$ cat src/rtl/alu_pkg.sv
package alu_pkg;

  typedef enum logic [1:0] {
    X_A,
    X_NOTA,
    X_ZERO,
    X_ONES
  } xSel_e;

  typedef enum logic [2:0] {
    Y_B,
    Y_NOTB,
    Y_ZERO,
    Y_A,
    Y_ONES
  } ySel_e;

  typedef enum logic [1:0] {
    C_EXT,
    C_ZERO,
    C_ONE
  } cSel_e;

  typedef enum logic [3:0] {
    OP_ADD   = 4'd0,
    OP_SUB   = 4'd1,
    OP_INC   = 4'd2,
    OP_DEC   = 4'd3,
    OP_NEGA  = 4'd4,
    OP_RSUB  = 4'd5,
    OP_NEGB  = 4'd6,
    OP_DBL   = 4'd7,
    OP_ZERO  = 4'd8,
    OP_ONE   = 4'd9,
    OP_MONE  = 4'd10
  } arithOp_e;

  typedef struct packed {
    logic  logicMode;
    xSel_e xSel;
    ySel_e ySel;
    cSel_e cSel;
  } aluCtrl_t;

endpackage

$ cat src/rtl/alu_ctrl.sv
module alu_ctrl
  import alu_pkg::*;
(
  input  logic [4:0] opSel,
  output aluCtrl_t   ctrl
);

  logic [3:0] code;
  assign code = opSel[3:0];

  always_comb begin
    ctrl.logicMode = ~opSel[4];
    ctrl.xSel      = X_ZERO;
    ctrl.ySel      = Y_ZERO;
    ctrl.cSel      = C_ZERO;
    if (opSel[4]) begin
      case (code)
        OP_ADD:  begin ctrl.xSel = X_A;    ctrl.ySel = Y_B;    ctrl.cSel = C_EXT;  end
        OP_SUB:  begin ctrl.xSel = X_A;    ctrl.ySel = Y_NOTB; ctrl.cSel = C_EXT;  end
        OP_INC:  begin ctrl.xSel = X_A;    ctrl.ySel = Y_ZERO; ctrl.cSel = C_ONE;  end
        OP_DEC:  begin ctrl.xSel = X_A;    ctrl.ySel = Y_ONES; ctrl.cSel = C_ZERO; end
        OP_NEGA: begin ctrl.xSel = X_NOTA; ctrl.ySel = Y_ZERO; ctrl.cSel = C_ONE;  end
        OP_RSUB: begin ctrl.xSel = X_NOTA; ctrl.ySel = Y_B;    ctrl.cSel = C_ONE;  end
        OP_NEGB: begin ctrl.xSel = X_ZERO; ctrl.ySel = Y_NOTB; ctrl.cSel = C_ONE;  end
        OP_DBL:  begin ctrl.xSel = X_A;    ctrl.ySel = Y_A;    ctrl.cSel = C_EXT;  end
        OP_ZERO: begin ctrl.xSel = X_ZERO; ctrl.ySel = Y_ZERO; ctrl.cSel = C_ZERO; end
        OP_ONE:  begin ctrl.xSel = X_ZERO; ctrl.ySel = Y_ZERO; ctrl.cSel = C_ONE;  end
        OP_MONE: begin ctrl.xSel = X_ONES; ctrl.ySel = Y_ZERO; ctrl.cSel = C_ZERO; end
        default: begin ctrl.xSel = X_ZERO; ctrl.ySel = Y_ZERO; ctrl.cSel = C_ZERO; end
      endcase
    end
  end

endmodule

$ cat src/rtl/alu_datapath.sv
module alu_datapath
  import alu_pkg::*;
#(
  parameter int WIDTH = 4
) (
  input  aluCtrl_t          ctrl,
  input  logic [3:0]        truthTbl,
  input  logic [WIDTH-1:0]  aIn,
  input  logic [WIDTH-1:0]  bIn,
  input  logic              carryIn,
  output logic [WIDTH-1:0]  result,
  output logic              carryOut,
  output logic              grpGen,
  output logic              grpProp
);

  localparam logic [WIDTH-1:0] ALL_ONES = {WIDTH{1'b1}};

  logic [WIDTH-1:0] xTerm, yTerm, pBit, gBit, sumBits, logicBits;
  logic [WIDTH:0]   carry, genAcc;
  logic             cZero;

  always_comb begin
    case (ctrl.xSel)
      X_A:     xTerm = aIn;
      X_NOTA:  xTerm = ~aIn;
      X_ONES:  xTerm = ALL_ONES;
      default: xTerm = '0;
    endcase
    case (ctrl.ySel)
      Y_B:     yTerm = bIn;
      Y_NOTB:  yTerm = ~bIn;
      Y_A:     yTerm = aIn;
      Y_ONES:  yTerm = ALL_ONES;
      default: yTerm = '0;
    endcase
    case (ctrl.cSel)
      C_EXT:   cZero = carryIn;
      C_ONE:   cZero = 1'b1;
      default: cZero = 1'b0;
    endcase
  end

  assign carry[0]  = cZero;
  assign genAcc[0] = 1'b0;

  for (genvar i = 0; i < WIDTH; i++) begin : g_bit
    assign pBit[i]      = xTerm[i] ^ yTerm[i];
    assign gBit[i]      = xTerm[i] & yTerm[i];
    assign carry[i+1]   = gBit[i] | (pBit[i] & carry[i]);
    assign genAcc[i+1]  = gBit[i] | (pBit[i] & genAcc[i]);
    assign sumBits[i]   = pBit[i] ^ carry[i];
    assign logicBits[i] = truthTbl[{aIn[i], bIn[i]}];
  end

  always_comb begin
    if (ctrl.logicMode) begin
      result   = logicBits;
      carryOut = 1'b0;
      grpGen   = 1'b0;
      grpProp  = 1'b0;
    end else begin
      result   = sumBits;
      carryOut = carry[WIDTH];
      grpGen   = genAcc[WIDTH];
      grpProp  = &pBit;
    end
  end

endmodule

$ cat src/rtl/alu_slice.sv
module alu_slice
  import alu_pkg::*;
#(
  parameter int WIDTH = 4
) (
  input  logic [4:0]       opSel,
  input  logic [WIDTH-1:0] aIn,
  input  logic [WIDTH-1:0] bIn,
  input  logic             carryIn,
  output logic [WIDTH-1:0] result,
  output logic             carryOut,
  output logic             grpGen,
  output logic             grpProp
);

  aluCtrl_t ctrl;

  alu_ctrl u_ctrl (
    .opSel (opSel),
    .ctrl  (ctrl)
  );

  alu_datapath #(.WIDTH(WIDTH)) u_dp (
    .ctrl     (ctrl),
    .truthTbl (opSel[3:0]),
    .aIn      (aIn),
    .bIn      (bIn),
    .carryIn  (carryIn),
    .result   (result),
    .carryOut (carryOut),
    .grpGen   (grpGen),
    .grpProp  (grpProp)
  );

endmodule

$ cat config.mk
export PLATFORM = sky130hd
export DESIGN_NAME = alu_slice
export DESIGN_NICKNAME = d
export VERILOG_FILES = /design/src/rtl/alu_pkg.sv /design/src/rtl/alu_ctrl.sv /design/src/rtl/alu_datapath.sv /design/src/rtl/alu_slice.sv
export SDC_FILE = /design/constraint.sdc
export NUM_CORES = 1
export LEC_CHECK = 0
export ABC_AREA = 1
export BUFFER_PORTS_ARGS = -buffer_cell sky130_fd_sc_hd__buf_2
export CORE_UTILIZATION = 55
export DETAILED_ROUTE_END_ITERATION = 16
export GPL_ROUTABILITY_DRIVEN = 1
export GPL_TIMING_DRIVEN = 1
export PLACE_DENSITY = 0.87
export SETUP_SLACK_MARGIN = 0.5
export SYNTH_ARGS = -nofsm -noshare
export SYNTH_HDL_FRONTEND = slang
export SYNTH_SLANG_ARGS = --single-unit
$ cat constraint.sdc
create_clock -name vclk -period 7.1
set_input_delay 0.355 -clock vclk [all_inputs]
set_output_delay 0.355 -clock vclk [all_outputs]
set_load 0.02 [all_outputs]
==> flow_summary.json, run 1 <==
{
  "dr.pass1.iters": 4,
  "grt_setup_unrepaired": "no",
  "layout.nets": 185,
  "fillers": 137,
  "yosysTopAreaCellShare_pct": 11.9,
  "cp_slowest_cell": "fa_1",
  "syn_inst": 139,
  "hold_violations": 0,
  "pin_count": 21,
  "cellPowerDensity_mw_per_mm2": 62.8,
  "ys_seq_area_share_pct": 0,
  "worst_slew_pin_slew_ns": 0.305,
  "worstPathMaxFanout": 8,
  "drc": 0,
  "num-clock-buffers": 0,
  "wirelength_um": 2120,
  "maxSlewViolCount": 0,
  "critPathKind": "in -> out",
  "core_area_sq_mm": 0.00137,
  "leakage_uw": 0.000512,
  "cts_hold_buffers": 0,
  "pre_cts_ws_ns": 3.28,
  "worst_slack_ns": 3.26,
  "die_area_sq_mm": 0.00170,
  "fin_crit_ns": 3.84,
  "setup_viol": 0,
  "multiInputGateArea_sq_um": 713,
  "via_count": 975,
  "antenna_found_initial": 0,
  "grt_max_degree": 12,
  "synth_common_cells": "inv_1, nand2_1, o21ai_0",
  "synth_most_common_cell": "inv_1",
  "die_h_um": 41.2,
  "drt_iter0_markers": 43,
  "critical_path_required_ns": 6.74,
  "final.period_utilization_pct": 54.0,
  "fmax_ghz": 0.261,
  "grt_usage_pct": 27.1,
  "cp.buffers_inverters": 3,
  "grt_pass1_vias": 777,
  "crit_arrival_ns": 3.48,
  "synth.distinct_cells": 26,
  "grt.overflow.total": 0,
  "routed_via_density": 5.67,
  "dieWidth_um": 41.2,
  "worstPathCellList": "buf_2 > inv_1 > ha_1 > nand2_2 > nand3_2 > nor2_4 > nand3b_4 > nand2_1 > nor2_1 > fa_1 > fa_1 > fa_1 > fa_1 > o21ai_0 > buf_2",
  "synth.avg_cell_area_sq_um": 6.08,
  "wire_per_inst_um": 12.3,
  "start_util_pct": 61.8,
  "syn_nets": 165,
  "cp_common_cell": "fa_1",
  "drive_gt1_share_pct": 23.6,
  "seq_area_sq_um": 0,
  "dpl.cell_count": 172,
  "diodes": 0,
  "syn-cell-area_sq_um": 845,
  "fp-row-count": 13,
  "totalPowerFinal_uw": 59.5,
  "grt_pass1_wl_um": 3110,
  "postCtsSetupBuffers": 0,
  "maxCapViolCount": 0,
  "relSlewSlack_pct": 79.6,
  "cp-start-kind": "input pin",
  "cpLargestDelayFamily": "adder cells",
  "detail-route-antenna-nets": 0,
  "outcome": "completed",
  "place.gp.congestion": 0.912,
  "port_buffers": 21,
  "yosysTopAreaCell": "ha_1",
  "seq_cells": 0,
  "final_cells": 172,
  "synthTopCellsByArea": "ha_1, inv_1, nand4_1",
  "hpwl_um": 1800,
  "setup_tns_ns": 0,
  "syn2layout_area_growth_pct": 12.3,
  "postCtsResizedCells": 0,
  "yosys_warnings": 0,
  "ir_worst_vdd_mv": 0.0304,
  "critPathMaxStageDelay_ns": 0.44,
  "cp-end-kind": "output port",
  "min_path_type": "in -> out"
}
cell type report:
class | instances | area share [%]
Inverter | 29 | 11.7
Timing Repair Buffer | 21 | 11.1
Multi-Input combinational cell | 107 | 75.2
Tap cell | 15 | 1.98
per-stage QoR:
step | area (sq um) | hold slack, ns | utilization [%]
after global placement | 948 | 1.22 | 69.4
after detailed placement | 948 | 1.23 | 69.4
after global routing | 948 | 1.27 | 69.4
after CTS | 948 | 1.23 | 69.4
after floorplan | 845 | 1.08 | -
final | 948 | 1.23 | 69.4
power by group:
part | internal [uW] | switching (uW)
Sequential | 0 | 0
Clock | 0 | 0
Combinational | 20.4 | 39.1
layer usage:
| layer | up-vias | global-route usage (%) | routed length, um |
|---|---|---|---|
| met1 | 433 | 34.6 | 931 |
| met5 | - | 0 | 0 |
| li1 | 492 | - | - |
| met4 | 0 | 4.03 | 22 |
| met2 | 46 | 51.2 | 1040 |
| met3 | 4 | 0 | 130 |
cell usage in the layout, fill, tap and decap left out:
master	netlist	final
a21oi_1	9	9
buf_2	1	21
fa_1	4	4
ha_1	8	8
inv_1	26	26
inv_2	2	2
inv_4	1	1
nand2_1	23	23
nand2_2	5	5
nand2_4	1	1
nand3_1	1	1
nand3_2	2	2
nand3_4	1	1
nand3b_4	1	1
nand4_1	14	14
nor2_1	13	13
nor2_2	1	1
nor2_4	2	2
o2111ai_1	1	1
o21ai_0	15	15
o21ai_1	1	1
o21bai_1	1	1
xnor2_1	3	3
xor2_1	1	1
cells by family after synthesis:
logic type                 after synthesis  share of synthesized area [%]
AOI/OAI and AO/OA                       27                           16.7
xor gates and xnor gates                 4                           4.15
adders and majority gates               12                           21.3
buffers and inverters                   32                           15.6
and+or+nand+nor                         64                           42.2
worst paths after layout:
kind      from   endpoint  slack [ns]  depth (start not counted)
max   opSel[0]  result[3]        3.26                         15
min     aIn[2]  result[2]        1.23                          7
No activity file was read; power rests on OpenSTA's default activity.
==> run 2, diff against run 1 <==
--- a/config.mk
+++ b/config.mk
@@ -5,13 +5,13 @@
 export SDC_FILE = /design/constraint.sdc
 export NUM_CORES = 1
 export LEC_CHECK = 0
-export ABC_AREA = 1
+export ABC_AREA = 0
 export BUFFER_PORTS_ARGS = -buffer_cell sky130_fd_sc_hd__buf_2
 export CORE_UTILIZATION = 55
 export DETAILED_ROUTE_END_ITERATION = 16
 export GPL_ROUTABILITY_DRIVEN = 1
 export GPL_TIMING_DRIVEN = 1
-export PLACE_DENSITY = 0.87
+export PLACE_DENSITY = 0.89
 export SETUP_SLACK_MARGIN = 0.5
 export SYNTH_ARGS = -nofsm -noshare
 export SYNTH_HDL_FRONTEND = slang
==> constraint.sdc (replaced) <==
create_clock -name vclk -period 3.77
set_input_delay 0.1885 -clock vclk [all_inputs]
set_output_delay 0.1885 -clock vclk [all_outputs]
set_load 0.02 [all_outputs]
==> flow_summary.json, run 2 <==
{
  "grtUsageMet3_pct": 3.49,
  "top_usage_layer": "met2",
  "cellPowerDensity_mw_per_mm2": 131,
  "hpwl_um": 1470,
  "wirelength_um": 2520,
  "antenna_found_initial": 0,
  "syn-cell-area_sq_um": 717,
  "detail-route-antenna-nets": 0,
  "fp-row-count": 12,
  "drt_iter0_markers": 43,
  "num-clock-buffers": 0,
  "port_buffers": 21,
  "dieWidth_um": 38.1,
  "layout_commonest_cell": "buf_2",
  "fmax_ghz": 0.308,
  "core_area_sq_mm": 0.00116,
  "routed_via_density": 6.86,
  "cp-start-kind": "input pin",
  "holdWs_ns": 0.877,
  "whs_endpoint": "result[3]",
  "syn_nets": 116,
  "synth.avg_cell_area_sq_um": 7.97,
  "met2_usage_pct": 61.9,
  "grt_usage_pct": 35.8,
  "fillers": 58,
  "diodes": 0,
  "mostFrequentLayoutCells": "buf_2, nor2_1, buf_4",
  "synth.distinct_cells": 26,
  "grt_setup_unrepaired": "yes",
  "worst_slew_pin_slew_ns": 0.340,
  "drc": 0,
  "yosysTopAreaCell": "ha_1",
  "synth_common_cells": "nor2_1, a21oi_1, ha_1, nand2_1, a21o_1",
  "ir_worst_vdd_mv": 0.0873,
  "fin_crit_ns": 3.24,
  "outcome": "completed",
  "critPathKind": "in -> out",
  "grt.overflow.total": 0,
  "critical_path_required_ns": 3.58,
  "syn_inst": 90,
  "grt_max_degree": 13,
  "cts_hold_buffers": 0,
  "min_path_type": "in -> out",
  "place.gp.congestion": 0.899,
  "ys_seq_area_share_pct": 0,
  "seq_cells": 0,
  "syn2layout_area_growth_pct": 42.1,
  "crit_arrival_ns": 3.06,
  "layout.nets": 147,
  "relSlewSlack_pct": 77.2,
  "drive_gt1_share_pct": 45.4,
  "dr.pass1.iters": 4,
  "seq_area_sq_um": 0,
  "die_area_sq_mm": 0.00145,
  "wire_per_inst_um": 18.9,
  "hold-path-cell-count": 4,
  "maxCapViolCount": 0,
  "cp-end-kind": "output port",
  "hold_violations": 0,
  "die_h_um": 38.1,
  "min_from": "opSel[4]",
  "grt_pass1_wl_um": 3640,
  "setup_tns_ns": 0,
  "maxSlewViolCount": 0,
  "worstPathMaxFanout": 5,
  "yosysTopAreaCellShare_pct": 14.0,
  "final.period_utilization_pct": 86.0,
  "final_cells": 133,
  "met1_usage_pct": 44.3,
  "multiInputGateArea_sq_um": 753,
  "synth_most_common_cell": "nor2_1",
  "dpl.cell_count": 124,
  "pin_count": 21,
  "synthTopCellsByArea": "ha_1, mux4_2, fa_1",
  "setup_viol": 0,
  "grt_pass1_vias": 806,
  "via_count": 912,
  "start_util_pct": 62.0,
  "yosys_warnings": 0,
  "leakage_uw": 0.000489
}
==> run 2: cell count changes after synthesis, moves of 3 or more <==
cell,delta
a21o_1,+6
a22o_1,+4
inv_1,-25
mux4_2,+4
nand2_1,-15
nand2_2,-5
nand2b_1,+5
nand4_1,-13
o21ai_0,-14
o21ai_1,+4
o22a_1,+4
o22ai_1,+4
xnor2_1,-3
==> run 2: where the power goes <==
part | leakage (uW) | total (uW) | internal [uW] | switching [uW]
logic | 0.000489 | 134 | 61.6 | 72.1
clock network | 0 | 0 | 0 | 0
registers | 0 | 0 | 0 | 0
==> run 2: worst max path at each step <==
stage,start,end,slack (ns),cells after the start
global placement,opSel[0],result[3],0.19,12
finish,opSel[1],result[3],0.53,11
detailed placement,opSel[0],result[3],0.12,12
floorplan,opSel[0],result[3],0.51,10
CTS,opSel[0],result[3],0.48,12
global route,opSel[0],result[3],0.45,13
==> run 2: cell families (layout without fill, tap and decap cells) <==
group,Yosys count,in the layout,share of synthesized area (%)
adders and majority gates,12,12,25.1
muxes,5,5,14.7
AOI/OAI and AO/OA,35,35,32.5
and+or+nand+nor,32,32,23.9
buffers and inverters,6,35,3.84
==> run 2: area by class of cell <==
| cell class | instances | share of cell area [%] |
|---|---|---|
| Inverter | 3 | 2.33 |
| Multi-Input combinational cell | 84 | 74.0 |
| Tap cell | 14 | 1.72 |
| Timing Repair Buffer | 32 | 22.0 |
==> run 2: per-stage QoR <==
stage,area (sq um),util [%],power [uW],worst slack [ns]
after floorplan,733,-,74.4,0.512
after global placement,855,73.9,104,0.190
after detailed placement,855,73.9,106,0.121
after CTS,966,83.5,121,0.477
after global routing,1020,88.1,142,0.448
final,1020,88.1,134,0.526
==> run 2: critical path, cell delays in order <==
cell and delay [ns]:
buf_12 0.11, ha_4 0.23, mux2_4 0.27, nand4b_4 0.17
o22a_1 0.23, fa_2 0.37, fa_2 0.34, fa_2 0.35
fa_2 0.48, o21ai_4 0.17, buf_6 0.14
==> run 2: timing repair <==
action,CTS,global route
gates cloned,0,0
setup endpoints to repair,2,2
resized for setup,16,10
setup buffers,7,2
pin swaps,8,6
==> run 2: metal layers <==
layer / vias to the layer above / wire [um]
li1: 401 / -
met1: 425 / 966
met2: 63 / 1180
met3: 23 / 185
met4: 0 / 186
met5: - / 0
